===== src/rtl/uart_rx_pkg.sv =====
package uart_rx_pkg;

  typedef enum logic [2:0] {
    RX_IDLE,
    RX_START,
    RX_DATA,
    RX_PAR,
    RX_STOP,
    RX_BRKW
  } rx_state_e;

  // Number of data bits selected by the 2-bit length code.
  function automatic int unsigned word_bits(input logic [1:0] code);
    return 32'd5 + 32'(code);
  endfunction

endpackage


===== src/rtl/rx_line_sync.sv =====
module rx_line_sync #(
  parameter int STAGES = 2
) (
  input  logic clk,
  input  logic rst_n,
  input  logic rx_async,
  output logic line,
  output logic fall
);
  logic [STAGES-1:0] chain;
  logic              prev;

  always_ff @(posedge clk or negedge rst_n) begin
    if (!rst_n) begin
      chain <= '1;
      prev  <= 1'b1;
    end else begin
      chain <= {chain[STAGES-2:0], rx_async};
      prev  <= chain[STAGES-1];
    end
  end

  assign line = chain[STAGES-1];
  assign fall = prev & ~line;

endmodule


===== src/rtl/rx_tick_timer.sv =====
module rx_tick_timer #(
  parameter int OSR   = 16,
  parameter int FIRST = 8
) (
  input  logic clk,
  input  logic rst_n,
  input  logic tick,
  input  logic arm,
  output logic sample
);
  localparam int CW = $clog2(OSR);

  logic [CW-1:0] cnt;
  logic          half;

  assign sample = tick && (half ? (cnt == CW'(FIRST - 1)) : (cnt == CW'(OSR - 1)));

  always_ff @(posedge clk or negedge rst_n) begin
    if (!rst_n) begin
      cnt  <= '0;
      half <= 1'b0;
    end else if (arm) begin
      cnt  <= '0;
      half <= 1'b1;
    end else if (tick) begin
      if (sample) begin
        cnt  <= '0;
        half <= 1'b0;
      end else begin
        cnt <= cnt + 1'b1;
      end
    end
  end


  first_sample_chk: assert property (@(posedge clk) disable iff (!rst_n)
    (half && sample && !arm) |=> !half);

endmodule


===== src/rtl/rx_parity_chk.sv =====
module rx_parity_chk #(
  parameter int DATA_W = 8
) (
  input  logic [DATA_W-1:0] data,
  input  logic [1:0]        wlen,
  input  logic              par_en,
  input  logic              even,
  input  logic              stick,
  input  logic              rx_bit,
  output logic              perr
);
  import uart_rx_pkg::*;

  logic [DATA_W-1:0] msk;
  logic              exp_bit;

  for (genvar g = 0; g < DATA_W; g++) begin : g_mask
    assign msk[g] = data[g] & (32'(g) < word_bits(wlen));
  end

  assign exp_bit = stick ? ~even : (even ? ^msk : ~^msk);
  assign perr    = par_en & (rx_bit ^ exp_bit);

endmodule


===== src/rtl/rx_frame_ctrl.sv =====
module rx_frame_ctrl #(
  parameter int DATA_W = 8
) (
  input  logic              clk,
  input  logic              rst_n,
  input  logic              line,
  input  logic              fall,
  input  logic              sample,
  input  logic [1:0]        cfg_wlen,
  input  logic              cfg_par_en,
  input  logic              perr_in,
  output logic              arm,
  output logic [DATA_W-1:0] shreg,
  output logic              par_bit,
  output logic              out_valid,
  output logic [DATA_W-1:0] out_data,
  output logic              out_perr,
  output logic              out_frm,
  output logic              out_brk
);
  import uart_rx_pkg::*;

  localparam int IW = $clog2(DATA_W);

  rx_state_e     state;
  logic [IW-1:0] bit_idx;
  logic          zero_run;
  logic          last_bit;

  assign arm      = (state == RX_IDLE) && fall;
  assign last_bit = (bit_idx == IW'(word_bits(cfg_wlen) - 1));

  always_ff @(posedge clk or negedge rst_n) begin
    if (!rst_n) begin
      state     <= RX_IDLE;
      bit_idx   <= '0;
      shreg     <= '0;
      par_bit   <= 1'b0;
      zero_run  <= 1'b1;
      out_valid <= 1'b0;
      out_data  <= '0;
      out_perr  <= 1'b0;
      out_frm   <= 1'b0;
      out_brk   <= 1'b0;
    end else begin
      out_valid <= 1'b0;
      unique case (state)
        RX_IDLE: begin
          if (fall) state <= RX_START;
        end
        RX_START: begin
          if (sample) begin
            if (!line) begin
              state    <= RX_DATA;
              bit_idx  <= '0;
              shreg    <= '0;
              par_bit  <= 1'b0;
              zero_run <= 1'b1;
            end else begin
              state <= RX_IDLE;
            end
          end
        end
        RX_DATA: begin
          if (sample) begin
            shreg[bit_idx] <= line;
            zero_run       <= zero_run & ~line;
            if (last_bit) state <= cfg_par_en ? RX_PAR : RX_STOP;
            else          bit_idx <= bit_idx + 1'b1;
          end
        end
        RX_PAR: begin
          if (sample) begin
            par_bit  <= line;
            zero_run <= zero_run & ~line;
            state    <= RX_STOP;
          end
        end
        RX_STOP: begin
          if (sample) begin
            out_valid <= 1'b1;
            if (line) begin
              out_data <= shreg;
              out_perr <= perr_in;
              out_frm  <= 1'b0;
              out_brk  <= 1'b0;
              state    <= RX_IDLE;
            end else if (zero_run) begin
              out_data <= '0;
              out_perr <= 1'b0;
              out_frm  <= 1'b1;
              out_brk  <= 1'b1;
              state    <= RX_BRKW;
            end else begin
              out_data <= shreg;
              out_perr <= perr_in;
              out_frm  <= 1'b1;
              out_brk  <= 1'b0;
              state    <= RX_DATA;
              bit_idx  <= '0;
              shreg    <= '0;
              par_bit  <= 1'b0;
              zero_run <= 1'b1;
            end
          end
        end
        RX_BRKW: begin
          if (line) state <= RX_IDLE;
        end
        default: state <= RX_IDLE;
      endcase
    end
  end


  single_pulse_chk: assert property (@(posedge clk) disable iff (!rst_n)
    out_valid |=> !out_valid);


  brk_char_chk: assert property (@(posedge clk) disable iff (!rst_n)
    (out_valid && out_brk) |-> (out_frm && (out_data == '0) && !out_perr));


  false_start_chk: assert property (@(posedge clk) disable iff (!rst_n)
    (state == RX_START && sample && line) |=> (state == RX_IDLE && !out_valid));


  one_break_chk: assert property (@(posedge clk) disable iff (!rst_n)
    (state == RX_BRKW && $past(state) == RX_BRKW) |-> !out_valid);


  upper_zero_chk: assert property (@(posedge clk) disable iff (!rst_n)
    out_valid |-> ((out_data >> word_bits(cfg_wlen)) == '0));


  resync_chk: assert property (@(posedge clk) disable iff (!rst_n)
    (state == RX_STOP && sample && !line && !zero_run) |=> (state == RX_DATA && out_frm));

endmodule


===== src/rtl/serial_rx_os.sv =====
module serial_rx_os #(
  parameter int DATA_W      = 8,
  parameter int OSR         = 16,
  parameter int SYNC_STAGES = 2
) (
  input  logic              clk,
  input  logic              rst_n,
  input  logic              rx_in,
  input  logic              tick_16x,
  input  logic [1:0]        cfg_wlen,
  input  logic              cfg_par_en,
  input  logic              cfg_even,
  input  logic              cfg_stick,
  output logic              rx_valid,
  output logic [DATA_W-1:0] rx_data,
  output logic              rx_perr,
  output logic              rx_frm,
  output logic              rx_brk
);
  localparam int MID = OSR / 2;

  logic              line;
  logic              fall;
  logic              arm;
  logic              sample;
  logic [DATA_W-1:0] shreg;
  logic              par_bit;
  logic              perr;

  rx_line_sync #(.STAGES(SYNC_STAGES)) u_sync (
    .clk      (clk),
    .rst_n    (rst_n),
    .rx_async (rx_in),
    .line     (line),
    .fall     (fall)
  );

  rx_tick_timer #(.OSR(OSR), .FIRST(MID)) u_timer (
    .clk    (clk),
    .rst_n  (rst_n),
    .tick   (tick_16x),
    .arm    (arm),
    .sample (sample)
  );

  rx_parity_chk #(.DATA_W(DATA_W)) u_par (
    .data   (shreg),
    .wlen   (cfg_wlen),
    .par_en (cfg_par_en),
    .even   (cfg_even),
    .stick  (cfg_stick),
    .rx_bit (par_bit),
    .perr   (perr)
  );

  rx_frame_ctrl #(.DATA_W(DATA_W)) u_ctrl (
    .clk        (clk),
    .rst_n      (rst_n),
    .line       (line),
    .fall       (fall),
    .sample     (sample),
    .cfg_wlen   (cfg_wlen),
    .cfg_par_en (cfg_par_en),
    .perr_in    (perr),
    .arm        (arm),
    .shreg      (shreg),
    .par_bit    (par_bit),
    .out_valid  (rx_valid),
    .out_data   (rx_data),
    .out_perr   (rx_perr),
    .out_frm    (rx_frm),
    .out_brk    (rx_brk)
  );

endmodule


===== config.mk =====
export PLATFORM = sky130hd
export DESIGN_NAME = serial_rx_os
export DESIGN_NICKNAME = d
export VERILOG_FILES = /design/src/rtl/uart_rx_pkg.sv /design/src/rtl/rx_line_sync.sv /design/src/rtl/rx_tick_timer.sv /design/src/rtl/rx_parity_chk.sv /design/src/rtl/rx_frame_ctrl.sv /design/src/rtl/serial_rx_os.sv
export SDC_FILE = /design/constraint.sdc
export NUM_CORES = 1
export LEC_CHECK = 0
export ABC_AREA = 1
export ABC_CLOCK_PERIOD_IN_PS = 2200
export BUFFER_PORTS_ARGS = -buffer_cell sky130_fd_sc_hd__buf_4
export CORE_ASPECT_RATIO = 1.1
export CORE_MARGIN = 2
export CORE_UTILIZATION = 42
export CTS_CLUSTER_DIAMETER = 200
export DETAILED_ROUTE_END_ITERATION = 12
export GPL_ROUTABILITY_DRIVEN = 0
export PLACE_DENSITY = 0.67
export SLEW_MARGIN = 5
export SYNTH_ARGS = -nofsm -noshare
export SYNTH_HDL_FRONTEND = slang
export SYNTH_SLANG_ARGS = --single-unit

===== constraint.sdc =====
create_clock -name clk -period 2.2 [get_ports clk]
set_clock_uncertainty 0.1 [all_clocks]
set_input_delay 0.11 -clock clk [delete_from_list [all_inputs] [get_ports clk]]
set_output_delay 0.11 -clock clk [all_outputs]
set_load 0.05 [all_outputs]

[Yosys cells after proc, flatten, opt, wreduce, memory -nomap -nowiden]
Index checks and enable logic that the tools add are counted.
Word-level totals
  flip-flop bits (word level): 36
  output and inout bits: 12
  logic and storage cells: 143
Operators by class
  add/sub/neg operators: 4
  $lt $le $gt $ge: 10
  equality and inequality tests: 22
  muxes and demuxes: 59
  bitwise logic cells: 14
  reductions and logical operators: 20
Operators by type and width (number)
  $mux W8: 8
  $mux W3: 17
  $pmux W8 S3: 1
  $mux W1: 23
  $reduce_and A7 Y1: 3
  $ne A2 B2 Y1 const B: 10
  $pmux W3 S6: 1
  $lt A3 B4 Y1 const A: 4
  $mux W4: 3
  $and A1 B1 Y1: 11
  $pmux W3 S3: 1
  $bwmux W8: 1
  $lt A1 B4 Y1 const A: 2
  $lt A2 B4 Y1 const A: 2
  $ne A2 B1 Y1 const B: 4
  $reduce_and A8 Y1: 1
  $reduce_xnor A8 Y1: 1
  $reduce_xor A8 Y1: 1
  $eq A3 B2 Y1 const B: 2
  $eq A3 B3 Y1 const B: 2
  $reduce_bool A2 Y1: 3
  $reduce_bool A3 Y1: 2
  $add A3 B2 Y4 const A: 1
  $add A4 B1 Y4 const B: 1
  19 further kinds: 24

[Longest topological paths before layout]
Gate-level depths: netlist of the first run.
  depth after elaboration: 10
  mapped depth: 11
  depth with buffers taken out: 11

[Hierarchy]
Synthesis of the first run repeated with hierarchy kept, for this count alone.
Second synthesis, totals
  cells, all modules: 298
  area total of the unflattened synthesis: 2164.6 um^2
Modules (own cells, without submodules)
  rx_frame_ctrl: times used 1, cells an instance 220, area an instance 1606.5 um^2, seq. area each 701.9 um^2
  rx_tick_timer: times used 1, cells an instance 35, area an instance 287.8 um^2, seq. area each 125.1 um^2
  rx_parity_chk: times used 1, cells an instance 38, area an instance 181.4 um^2, seq. area each 0.0 um^2
  rx_line_sync: times used 1, cells an instance 5, area an instance 88.8 um^2, seq. area each 78.8 um^2

[Worst setup path before layout of the first run]
No wires, ideal clock.
  path type: register to register
  start: reg u_timer.cnt[0]
  end: reg u_ctrl.out_data[4]
  setup time: 127 ps
  arrival time: 1399 ps
  slack: 574 ps
  cell stages (with the launch flop): 9
  period minus slack after synthesis: 1626 ps
  cell sequence: dfrtp_1 -> ha_1 -> and3_1 -> nand2_1 -> nor2_2 -> inv_1 -> buf_2 -> nand2_1 -> o21ai_0
On the way
  longest elaborated chain between the ends: 4
  elaborated cells between the ends (all ways): 5
  classes of those cells: eq/ne: 2; mux: 1; reduce/logical: 2
RTL lines
  start: declaration: RTL line rx_tick_timer.sv:13  | logic [CW-1:0] cnt;
  start signal: assignment: RTL line rx_tick_timer.sv:30  | cnt <= cnt + 1'b1;
  $eq A4 B4 Y1 / $eq A4 B3 Y1 (equally long branches): RTL line rx_tick_timer.sv:16  | assign sample = tick && (half ? (cnt == CW'(FIRST - 1)) : (cnt == CW'(OSR - 1)));
  $mux W1 *: RTL line rx_tick_timer.sv:16
  $logic_and A1 B1 Y1 *: RTL line rx_tick_timer.sv:16
  $reduce_and A2 Y1 (no line) *
  end signal: assignment: RTL line rx_frame_ctrl.sv:83  | out_data <= shreg;
  end signal: assignment: RTL line rx_frame_ctrl.sv:95  | out_data <= shreg;
  end: declaration: RTL line rx_frame_ctrl.sv:16  | output logic [DATA_W-1:0] out_data,
Mark *: on every way between the ends. The rest lies on a longest branch, timed or not.
A chain may end at the register's enable or synchronous reset.

[Worst setup path in the final report of the first run]
Ends and elaborated chain as after synthesis.

==> impl_metrics.py, run 1 <==
metrics = {
    "worst_setup_path": {
        "crit_fanout": 11,
        "critical-path-max-stage-delay_ps": 370,
        "worst_path_most_repeated_cell": "nand2_1",
        "crit_path_cell_trace": "ha_1 -> and3_1 -> nand2_1 -> nor2_2 -> inv_1 -> nand2_1 -> o21ai_0",
        "path_buf_inv": 1,
        "critPathRequiredTime_ps": 2270,
        "cp-start-kind": "flip-flop",
        "worstSetupPathType": "flip-flop to flip-flop",
        "end_kind": "flip-flop",
        "crit_arrival_ps": 1990,
        "cpMaxStageDelayCell": "dfrtp_1",
        "crit_family": "simple AND/OR/NAND/NOR gates",
    },
    "yosys": {
        "synth_flop_cell": "dfrtp_1",
        "synth_top_area_cell": "dfrtp_1",
        "synth_area_leaders": "dfrtp_1 41%, nand2_1 12%, inv_1 7.2%, o21ai_0 6.2%, dfstp_2 5.4%",
        "yosysSeqAreaShare_pct": 46.9,
        "yosysMostFrequentCell": "nand2_1",
        "netlist_area_mm2": 0.00193,
        "synth_edf_count": 0,
        "ys.warnings.count": 0,
        "yosysUniqueCellTypes": 30,
        "syn_inst": 252,
        "synth_top_area_share_pct": 41.5,
        "syn_nets": 263,
        "avgSynthCellArea_um2": 7.67,
        "synthTopCellsByCount": "63 x nand2_1, 37 x inv_1, 32 x dfrtp_1, 24 x o21ai_0, 21 x nand3_1",
        "async_reset_ff_share_pct": 100,
        "ys_seq_elements": 36,
    },
    "clock_tree": {
        "htree_num_levels": 2,
        "clock-sinks": 36,
        "cts_root_buffer": "clkbuf_8",
        "numCtsBuffers": 5,
        "cts_tree": "done",
        "cts_buffer_depth": 2,
        "path_clk_slew_ps": 70,
        "clock_latency_ps": 290,
        "cts_resized": 0,
    },
    "status": {
        "status": "completed",
    },
    "floorplan": {
        "design.core.area_mm2": 0.00435,
        "start_util_pct": 44.4,
        "io_pins": 21,
        "dieWidth_um": 68.7,
        "fp-row-count": 25,
        "die_area_mm2": 0.00516,
        "die_h_um": 75.1,
    },
    "detailed_routing": {
        "first_iter_violations": 130,
        "vias": 1668,
        "ant_nets": 0,
        "dr.pass1.iters": 5,
        "wl_mm": 4.02,
        "wl_per_cell_um": 12.1,
        "post-route-drc-count": 0,
        "via_per_inst": 5.01,
    },
    "sta": {
        "clock.fmax_mhz": 522,
        "hold_viol_final": 0,
        "fin_setup_tns_ps": 0,
        "fin_crit_sh_pct": 87.1,
        "setup_viol": 0,
        "rsz0062_at_grt": "no",
        "fin_crit_ps": 1920,
        "drv_slew": 0,
        "max-slew-margin-rel_pct": 69.5,
        "tightest_slew_ps": 457,
    },
    "place": {
        "io_buffers": 20,
        "dpl_cell_area_mm2": 0.00214,
        "dp_hpwl_mm": 2.88,
    },
    "grt": {
        "antenna_found_initial": 0,
        "grt_pass1_vias": 1593,
        "track_usage_pct": 17.9,
        "grt_pass1_wl_mm": 6.89,
        "grt_max_degree": 37,
        "grt.overflow.total": 0,
    },
    "min_path": {
        "min_path_type": "primary input to flip-flop",
    },
    "cells_and_area": {
        "areaGrowthSynthToFinish_pct": 16.4,
        "postLayoutCellArea_mm2": 0.00225,
        "n_antenna_cell": 0,
        "drive_above_1_share_pct": 15.4,
        "layout.nets": 289,
    },
    "power": {
        "p_total_mw": 1.96,
        "power.density_mw_per_mm2": 870,
        "leakagePower_nw": 1.11,
        "vdd_drop_max_v": 0.000319,
    },
    "flow_run": {
        "maxCapViolations": 0,
    },
}
-- placed cells by master, fill, tap and decap left out --
cell type      count
o2111ai_1          1
or2_2              2
nand3_2            1
o311ai_0           1
nand2_2            2
nor2_2             2
a211oi_1           1
nor3_1            10
xor2_1             5
and3_1             1
nor2_4             1
nand4_1            2
nand3_1           21
buf_4             21
nor3_4             1
nor4_1             1
xnor2_1            2
dlygate4sd3_1      2
o21ai_1            9
inv_1             37
dfrtp_1           32
dfstp_2            4
a21oi_1            6
o21ai_0           24
ha_1               2
clkbuf_8           6
o21a_1             1
inv_2              1
nor2_1            15
nand2_1           63
clkinv_2           2
-- power breakdown --
| group | total [mW] | switching (mW) | internal [mW] |
|---|---|---|---|
| clock network | 0.491 | 0.241 | 0.250 |
| logic | 0.608 | 0.395 | 0.213 |
| registers | 0.856 | 0.102 | 0.754 |
-- cells by family after synthesis --
kind of cell             after synthesis  share of synthesized area [%]
AND/OR/NAND/NOR                      122                           28.4
adder cells (fa/ha/maj)                2                           1.30
flip-flops                            36                           46.9
XOR/XNOR                               7                           3.17
AO/OA/AOI/OAI                         43                           11.8
buffers and inverters                 42                           8.48
-- state kept, by name (all words and copies together) (netlist names), 2 cells and up --
name and flops:
u_sync.chain 2, u_ctrl.out_data 8, u_timer.cnt 4, u_ctrl.bit_idx 3, u_ctrl.shreg 8, u_ctrl.state 3
-- worst paths after layout --
kind,from,to,slack (ps),cells past startpoint
worst max register to register,u_timer.cnt[0]$_DFFE_PN0P_,u_ctrl.out_data[4]$_DFFE_PN0P_,280,7
worst min-delay path,tick_16x,u_timer.cnt[3]$_DFFE_PN0P_,20,3
max in group asynchronous,rst_n,u_sync.prev$_DFF_PN1_,1440,2
worst max-delay path,u_timer.cnt[0]$_DFFE_PN0P_,u_ctrl.out_data[4]$_DFFE_PN0P_,280,7
worst min register to register,u_sync.chain[0]$_DFF_PN1_,u_sync.chain[1]$_DFF_PN1_,260,0
min in group asynchronous,rst_n,u_timer.half$_DFFE_PN0P_,210,2
-- tightest hold or removal path: stages --
cell     delay (ps)
buf_4           110
nand3_1          70
o21ai_0          80
-- what timing repair did --
item / in CTS / in global routing
hold buffers: 2 / 0
endpoints found under the hold margin: 33 / 0
buffers inserted: 0 / 0
-- through the flow --
step           setup WS (ps)  hold WS (ps)  utilization, %  instances
2_1_floorplan            574          -286               -        252
3_3_place_gp             345         -6.06            49.1        323
3_5_place_dp             293          2.16            49.1        323
4_1_cts                  280          6.72            51.7        333
5_1_grt                 48.2          31.7            51.7        333
6_report                 283          19.1            51.7        333
-- final cells by class --
class                   instances  area (µm²)
well taps                      54        67.6
repair buffers                 23         178
inverters                      38         143
flip-flops and latches         36         906
fillers                       436        2100
multi-input cells             174         862
clock buffers                   6        82.6
clock inverters                 2        10.0
-- layer usage --
metal  global-route usage (%)  up-vias  part of all wire (%)
met5                        0        -                     0
met4                     7.56        0                   1.3
met3                     5.08        4                   5.4
met2                     27.1       43                    44
met1                     24.0      753                    50
li1                         -      868                     -
No activity file was read; power rests on OpenSTA's default activity.
==> inputs of run 2 (changes only) <==
Settings changed: BUFFER_PORTS_ARGS -buffer_cell sky130_fd_sc_hd__buf_4 to -buffer_cell sky130_fd_sc_hd__clkbuf_2.
==> run 2 against run 1 <==
Register-to-register slack improved by 50 ps. Count of clock-buffer cells in the layout is the same. Fmax is 2.7% higher. Hold slack improved by 77 ps. Global-route usage fell by 0.35 points. First-iteration DRC count is 5.4% lower. Sequential power up 0.5%. Final cell count increased by 0.30%. Core utilization fell by 0.63 points. Critical endpoint unchanged. Via count rose by 0.72%. Largest cell class unchanged. Routed wire length is essentially flat. Cell area shrank 1.2%.
==> impl_metrics.py, run 2 (synthesis gave the netlist of run 1 again) <==
metrics = {
    "cells_and_area": {
        "postLayoutCellArea_mm2": 0.00222,
        "fillers": 408,
        "layout.area.seq_um2": 906,
        "utilization_pct": 51.1,
        "largest_registers": "u_ctrl.out_data (8), u_ctrl.shreg (8), u_timer.cnt (4)",
        "drive_above_1_share_pct": 15.4,
        "layout.nets": 290,
        "final_cell_mix": "63 x nand2_1, 37 x inv_1, 32 x dfrtp_1",
        "final_cells": 334,
        "n_antenna_cell": 0,
        "multiInputGateArea_um2": 862,
        "layout_commonest_cell": "nand2_1",
        "areaGrowthSynthToFinish_pct": 15.0,
    },
    "clock_tree": {
        "cts_tree": "done",
        "holdBufCountCts": 2,
        "clock_latency_ps": 280,
        "cts_resized": 0,
        "clock-sinks": 36,
        "numCtsBuffers": 5,
        "path_clk_slew_ps": 70,
        "post-cts-setup-buffer-count": 0,
        "cts_buffer_depth": 2,
        "htree_num_levels": 2,
        "cts_root_buffer": "clkbuf_8",
    },
    "place": {
        "dpl_cell_area_mm2": 0.00209,
        "dp_hpwl_mm": 2.96,
        "dpl.cell_count": 324,
        "io_buffers": 20,
        "place_ws_ps": 348,
    },
    "sta": {
        "fin_setup_tns_ps": 0,
        "setup_slack_ps": 334,
        "max-slew-margin-rel_pct": 69.4,
        "fin_crit_ps": 1870,
        "clock.fmax_mhz": 536,
        "rsz0062_at_grt": "no",
        "tightest_slew_ps": 459,
        "drv_slew": 0,
        "setup_viol": 0,
        "fin_crit_sh_pct": 84.8,
        "hold_viol_final": 0,
    },
    "worst_setup_path": {
        "crit_arrival_ps": 1930,
        "reg2reg_to": "u_ctrl.out_data[4]$_DFFE_PN0P_",
        "crit_fanout": 11,
        "cp-start-kind": "flip-flop",
        "critPathRequiredTime_ps": 2270,
        "ff2ff_setup_slack_ps": 330,
        "reg2reg_from": "u_timer.cnt[0]$_DFFE_PN0P_",
        "end_kind": "flip-flop",
        "worstSetupPathType": "flip-flop to flip-flop",
        "r2r_cells": 7,
    },
    "power": {
        "leakagePower_nw": 1.10,
        "p_clk_share_pct": 27.8,
        "intPower_mw": 1.29,
        "power.density_mw_per_mm2": 915,
        "p_sw_share_pct": 36.3,
        "seqPwrFrac_pct": 42.3,
        "pwr-share-comb_pct": 29.8,
        "vdd_drop_max_v": 0.000422,
        "switchingPower_mw": 0.738,
    },
    "grt": {
        "grt_max_degree": 37,
        "grt.overflow.total": 0,
        "grt_pass1_wl_mm": 6.84,
        "track_usage_pct": 17.6,
        "antenna_found_initial": 0,
        "grt_pass1_vias": 1494,
    },
    "min_path": {
        "hold_path.startpoint": "tick_16x",
        "min_path_type": "primary input to flip-flop",
        "min_to": "u_timer.cnt[2]$_DFFE_PN0P_",
        "hold_path_depth": 3,
    },
    "floorplan": {
        "dieWidth_um": 68.7,
        "design.core.area_mm2": 0.00435,
        "die_h_um": 75.1,
        "start_util_pct": 44.4,
        "fp-row-count": 25,
        "die_area_mm2": 0.00516,
        "io_pins": 21,
    },
    "detailed_routing": {
        "vias": 1680,
        "first_iter_violations": 123,
        "wl_mm": 4.02,
        "via_per_inst": 5.03,
        "ant_nets": 0,
        "dr.pass1.iters": 4,
        "wl_per_cell_um": 12.0,
        "post-route-drc-count": 0,
    },
    "flow_run": {
        "maxCapViolations": 0,
    },
    "status": {
        "status": "completed",
    },
}
run 2: cell count changes in the layout (fill, tap and decap cells not counted), sizes merged:
cell | before | now
clkbuf | 6 | 26
buf | 21 | 2
clkinv | 2 | 1
bufinv | 0 | 1
run 2: power by group through the flow:
stage / sequential, mW / combinational [mW] / clock [mW]
after floorplan: 0.851 / 0.469 / 0
after global placement: 0.863 / 0.587 / 0
after detailed placement: 0.870 / 0.598 / 0
after CTS: 0.858 / 0.604 / 0.573
after global routing: 0.875 / 0.697 / 0.610
final: 0.860 / 0.607 / 0.566
run 2: critical path: stages (launching register included):
cell and delay, ps:
dfrtp_1 380, ha_1 170, and3_1 180, nand2_1 150, nor2_2 340, inv_1 250, nand2_1 120, o21ai_0 80
run 2: final cells by class:
cell class                 instances  share of cell area, %
multi-input combinational        174                   38.8
tap                               54                   3.04
inverter                          38                   6.42
timing repair buffer              24                   6.08
clock buffer                       6                   3.27
clock inverter                     2                   1.58
sequential                        36                   40.8
run 2: routing by layer:
layer	vias to the layer above	wire, µm	global-route usage [%]
met5	-	0	0
met4	0	32	6.00
met3	2	147	4.33
met2	33	1860	28.1
met1	776	1980	23.2
li1	869	-	-
run 2: per-stage QoR:
| step | total power [mW] | hold slack [ps] |
|---|---|---|
| floorplan | 1.32 | -286 |
| detailed placement | 1.47 | 77.7 |
| global placement | 1.45 | 80.6 |
| CTS | 2.04 | 84.3 |
| finish | 2.03 | 96.0 |
| global route | 2.18 | 94.6 |
run 2: worst max path at each step:
stage	start	to	slack, ps
floorplan	u_timer.cnt[0]$_DFFE_PN0P_	u_ctrl.out_data[4]$_DFFE_PN0P_	570
global placement	u_timer.cnt[0]$_DFFE_PN0P_	u_ctrl.out_data[4]$_DFFE_PN0P_	340
detailed placement	u_timer.cnt[0]$_DFFE_PN0P_	u_ctrl.out_data[4]$_DFFE_PN0P_	350
CTS	u_timer.cnt[0]$_DFFE_PN0P_	u_ctrl.out_data[4]$_DFFE_PN0P_	340
global route	u_timer.cnt[0]$_DFFE_PN0P_	u_ctrl.out_data[4]$_DFFE_PN0P_	130
finish	u_timer.cnt[0]$_DFFE_PN0P_	u_ctrl.out_data[4]$_DFFE_PN0P_	330
==> inputs of run 3 (changes only) <==
Settings changed: ABC_CLOCK_PERIOD_IN_PS 2200 to 1500, PLACE_DENSITY 0.67 to 0.7.
Clock period 2.2 ns to 1.5 ns, I/O delays scaled along.
==> run 3 against run 2 <==
The run now ends with negative setup slack left. Final cell count up 11%. Core utilization up 12 points. Critical path depth up 1. Total power up 73%. Combinational power rose to 2.5 times the previous value. Global-route usage up 2.0 points. Routed wire length up 22%. Count of clock-buffer cells in the layout up 2. Register-to-register slack worse by 540 ps. First-iteration DRC count up 31%. Sequential share of layout area down 7.6 points. Cell area up 23%. Highest routed layer unchanged.
==> impl_metrics.py, run 3 (synthesis gave the netlist of run 1 again) <==
metrics = {
    "status": {
        "status": "complete, but fails checks",
        "failed_checks": "negative setup slack",
    },
    "min_path": {
        "min_path_type": "primary input to flip-flop",
        "hold_path_depth": 3,
    },
    "grt": {
        "track_usage_pct": 19.5,
        "grt_pass1_wl_mm": 7.46,
        "grt_max_degree": 37,
        "antenna_found_initial": 0,
        "grt_pass1_vias": 1680,
        "grt.overflow.total": 0,
    },
    "place": {
        "io_buffers": 20,
        "dp_hpwl_mm": 3.12,
        "dpl.cell_count": 352,
    },
    "detailed_routing": {
        "vias": 1878,
        "dr.pass1.iters": 4,
        "post-route-drc-count": 0,
        "first_iter_violations": 161,
        "wl_mm": 4.92,
        "ant_nets": 0,
        "wl_per_cell_um": 13.3,
        "via_per_inst": 5.06,
    },
    "sta": {
        "tightest_slew_ps": 467,
        "max-slew-margin-rel_pct": 68.8,
        "fin_crit_sh_pct": 114,
        "drv_slew": 0,
        "setup_viol": 27,
        "rsz0062_at_grt": "yes",
        "setup_slack_ps": -209,
        "clock.fmax_mhz": 585,
        "hold_viol_final": 0,
        "fin_crit_ps": 1710,
        "whs_ps": 14.8,
    },
    "cells_and_area": {
        "multiInputGateArea_mm2": 0.00106,
        "layout.nets": 327,
        "n_antenna_cell": 0,
        "layout.area.seq_um2": 907,
        "final_cells": 371,
        "areaGrowthSynthToFinish_pct": 41.4,
        "drive_above_1_share_pct": 37.5,
        "final_cell_mix": "56 x nand2_1, 33 x inv_1, 31 x buf_4, 31 x dfrtp_1, 20 x clkbuf_2",
        "fillers": 377,
        "largest_registers": "u_ctrl.out_data (8), u_ctrl.shreg (8), u_timer.cnt (4)",
        "layout_commonest_cell": "nand2_1",
    },
    "worst_setup_path": {
        "r2r_cells": 8,
        "crit_fanout": 8,
        "end_kind": "flip-flop",
        "critPathRequiredTime_ps": 1610,
        "cp-start-kind": "flip-flop",
        "worstSetupPathType": "flip-flop to flip-flop",
        "crit_arrival_ps": 1820,
        "ff2ff_setup_slack_ps": -210,
    },
    "power": {
        "p_sw_share_pct": 38.1,
        "p_clk_share_pct": 21.7,
        "switchingPower_mw": 1.34,
        "seqPwrFrac_pct": 34.5,
        "vdd_drop_max_v": 0.000647,
        "intPower_mw": 2.18,
        "pwr-share-comb_pct": 43.8,
        "leakagePower_nw": 1.31,
        "power.density_mw_per_mm2": 1290,
    },
    "floorplan": {
        "die_area_mm2": 0.00516,
        "design.core.area_mm2": 0.00435,
        "fp-row-count": 25,
        "io_pins": 21,
        "dieWidth_um": 68.7,
        "die_h_um": 75.1,
        "start_util_pct": 44.4,
    },
    "clock_tree": {
        "clock-sinks": 36,
        "htree_num_levels": 2,
        "clock_latency_ps": 290,
        "cts_root_buffer": "clkbuf_8",
        "cts_buffer_depth": 2,
        "path_clk_slew_ps": 70,
        "numCtsBuffers": 5,
        "cts_tree": "done",
    },
    "flow_run": {
        "maxCapViolations": 0,
    },
}
## run 3: path summary, 6_finish.rpt
check,from,end
max,u_timer.cnt[0]$_DFFE_PN0P_,u_ctrl.shreg[0]$_DFFE_PN0P_
min in group asynchronous,rst_n,u_timer.cnt[1]$_DFFE_PN0P_
min,tick_16x,u_timer.cnt[1]$_DFFE_PN0P_
max in group asynchronous,rst_n,u_ctrl.state[2]$_DFFE_PN0P_
min reg2reg,u_sync.chain[0]$_DFF_PN1_,u_sync.chain[1]$_DFF_PN1_
max reg2reg,u_timer.cnt[0]$_DFFE_PN0P_,u_ctrl.shreg[0]$_DFFE_PN0P_
## run 3: per-layer routing
metal / part of all wire (%) / wire, µm / up-vias / global-route usage, %
li1: - / - / 947 / -
met3: 3.9 / 194 / 10 / 4.48
met2: 50 / 2480 / 51 / 31.9
met4: 2.3 / 115 / 0 / 8.00
met5: 0 / 0 / - / 0
met1: 43 / 2130 / 870 / 24.8
## run 3: power groups by stage
stage | combinational [mW] | sequential (mW) | clock, mW
after CTS | 1.32 | 1.20 | 0.775
after global routing | 1.69 | 1.23 | 0.815
after floorplan | 0.721 | 1.25 | 0
after global placement | 1.17 | 1.21 | 0
final | 1.54 | 1.21 | 0.764
after detailed placement | 1.20 | 1.22 | 0
## run 3: area by class of cell
class                   instances  area share (%)
repair inverters                1           0.412
well taps                      54            2.47
flip-flops and latches         36            33.2
inverters                      38            5.50
clock buffers                   8            3.66
repair buffers                 59            15.8
multi-input cells             175            38.9
## run 3: timing repair
item | CTS | global route
gates resized for setup | 17 | 55
setup buffers | 2 | 7
gates cloned | 1 | 1
pin swaps | 8 | 18
endpoints found under the setup margin | 22 | 31
endpoints found under the hold margin | 33 | 0
hold buffers | 2 | 0
## run 3: stage by stage
| stage | power (mW) | setup WS (ps) | setup TNS [ps] | instance area [µm²] | util [%] |
|---|---|---|---|---|---|
| final | 3.52 | -209 | -3990 | 2730 | 62.8 |
| after global routing | 3.74 | -297 | -6360 | 2730 | 62.8 |
| after CTS | 3.29 | -114 | -2040 | 2530 | 58.2 |
| after detailed placement | 2.41 | -208 | -2410 | 2350 | 54.0 |
| after global placement | 2.39 | -172 | -1840 | 2350 | 54.0 |
| after floorplan | 1.97 | -48.1 | -534 | 1970 | - |
## run 3: critical path, cell delays in order (launching register included)
cell and delay, ps:
dfrtp_1 380, ha_2 190, and3_4 220, nand2_8 70, nor2_4 100, nand2_2 90, nor2_4 170, nand3_4 150
o21ai_1 170
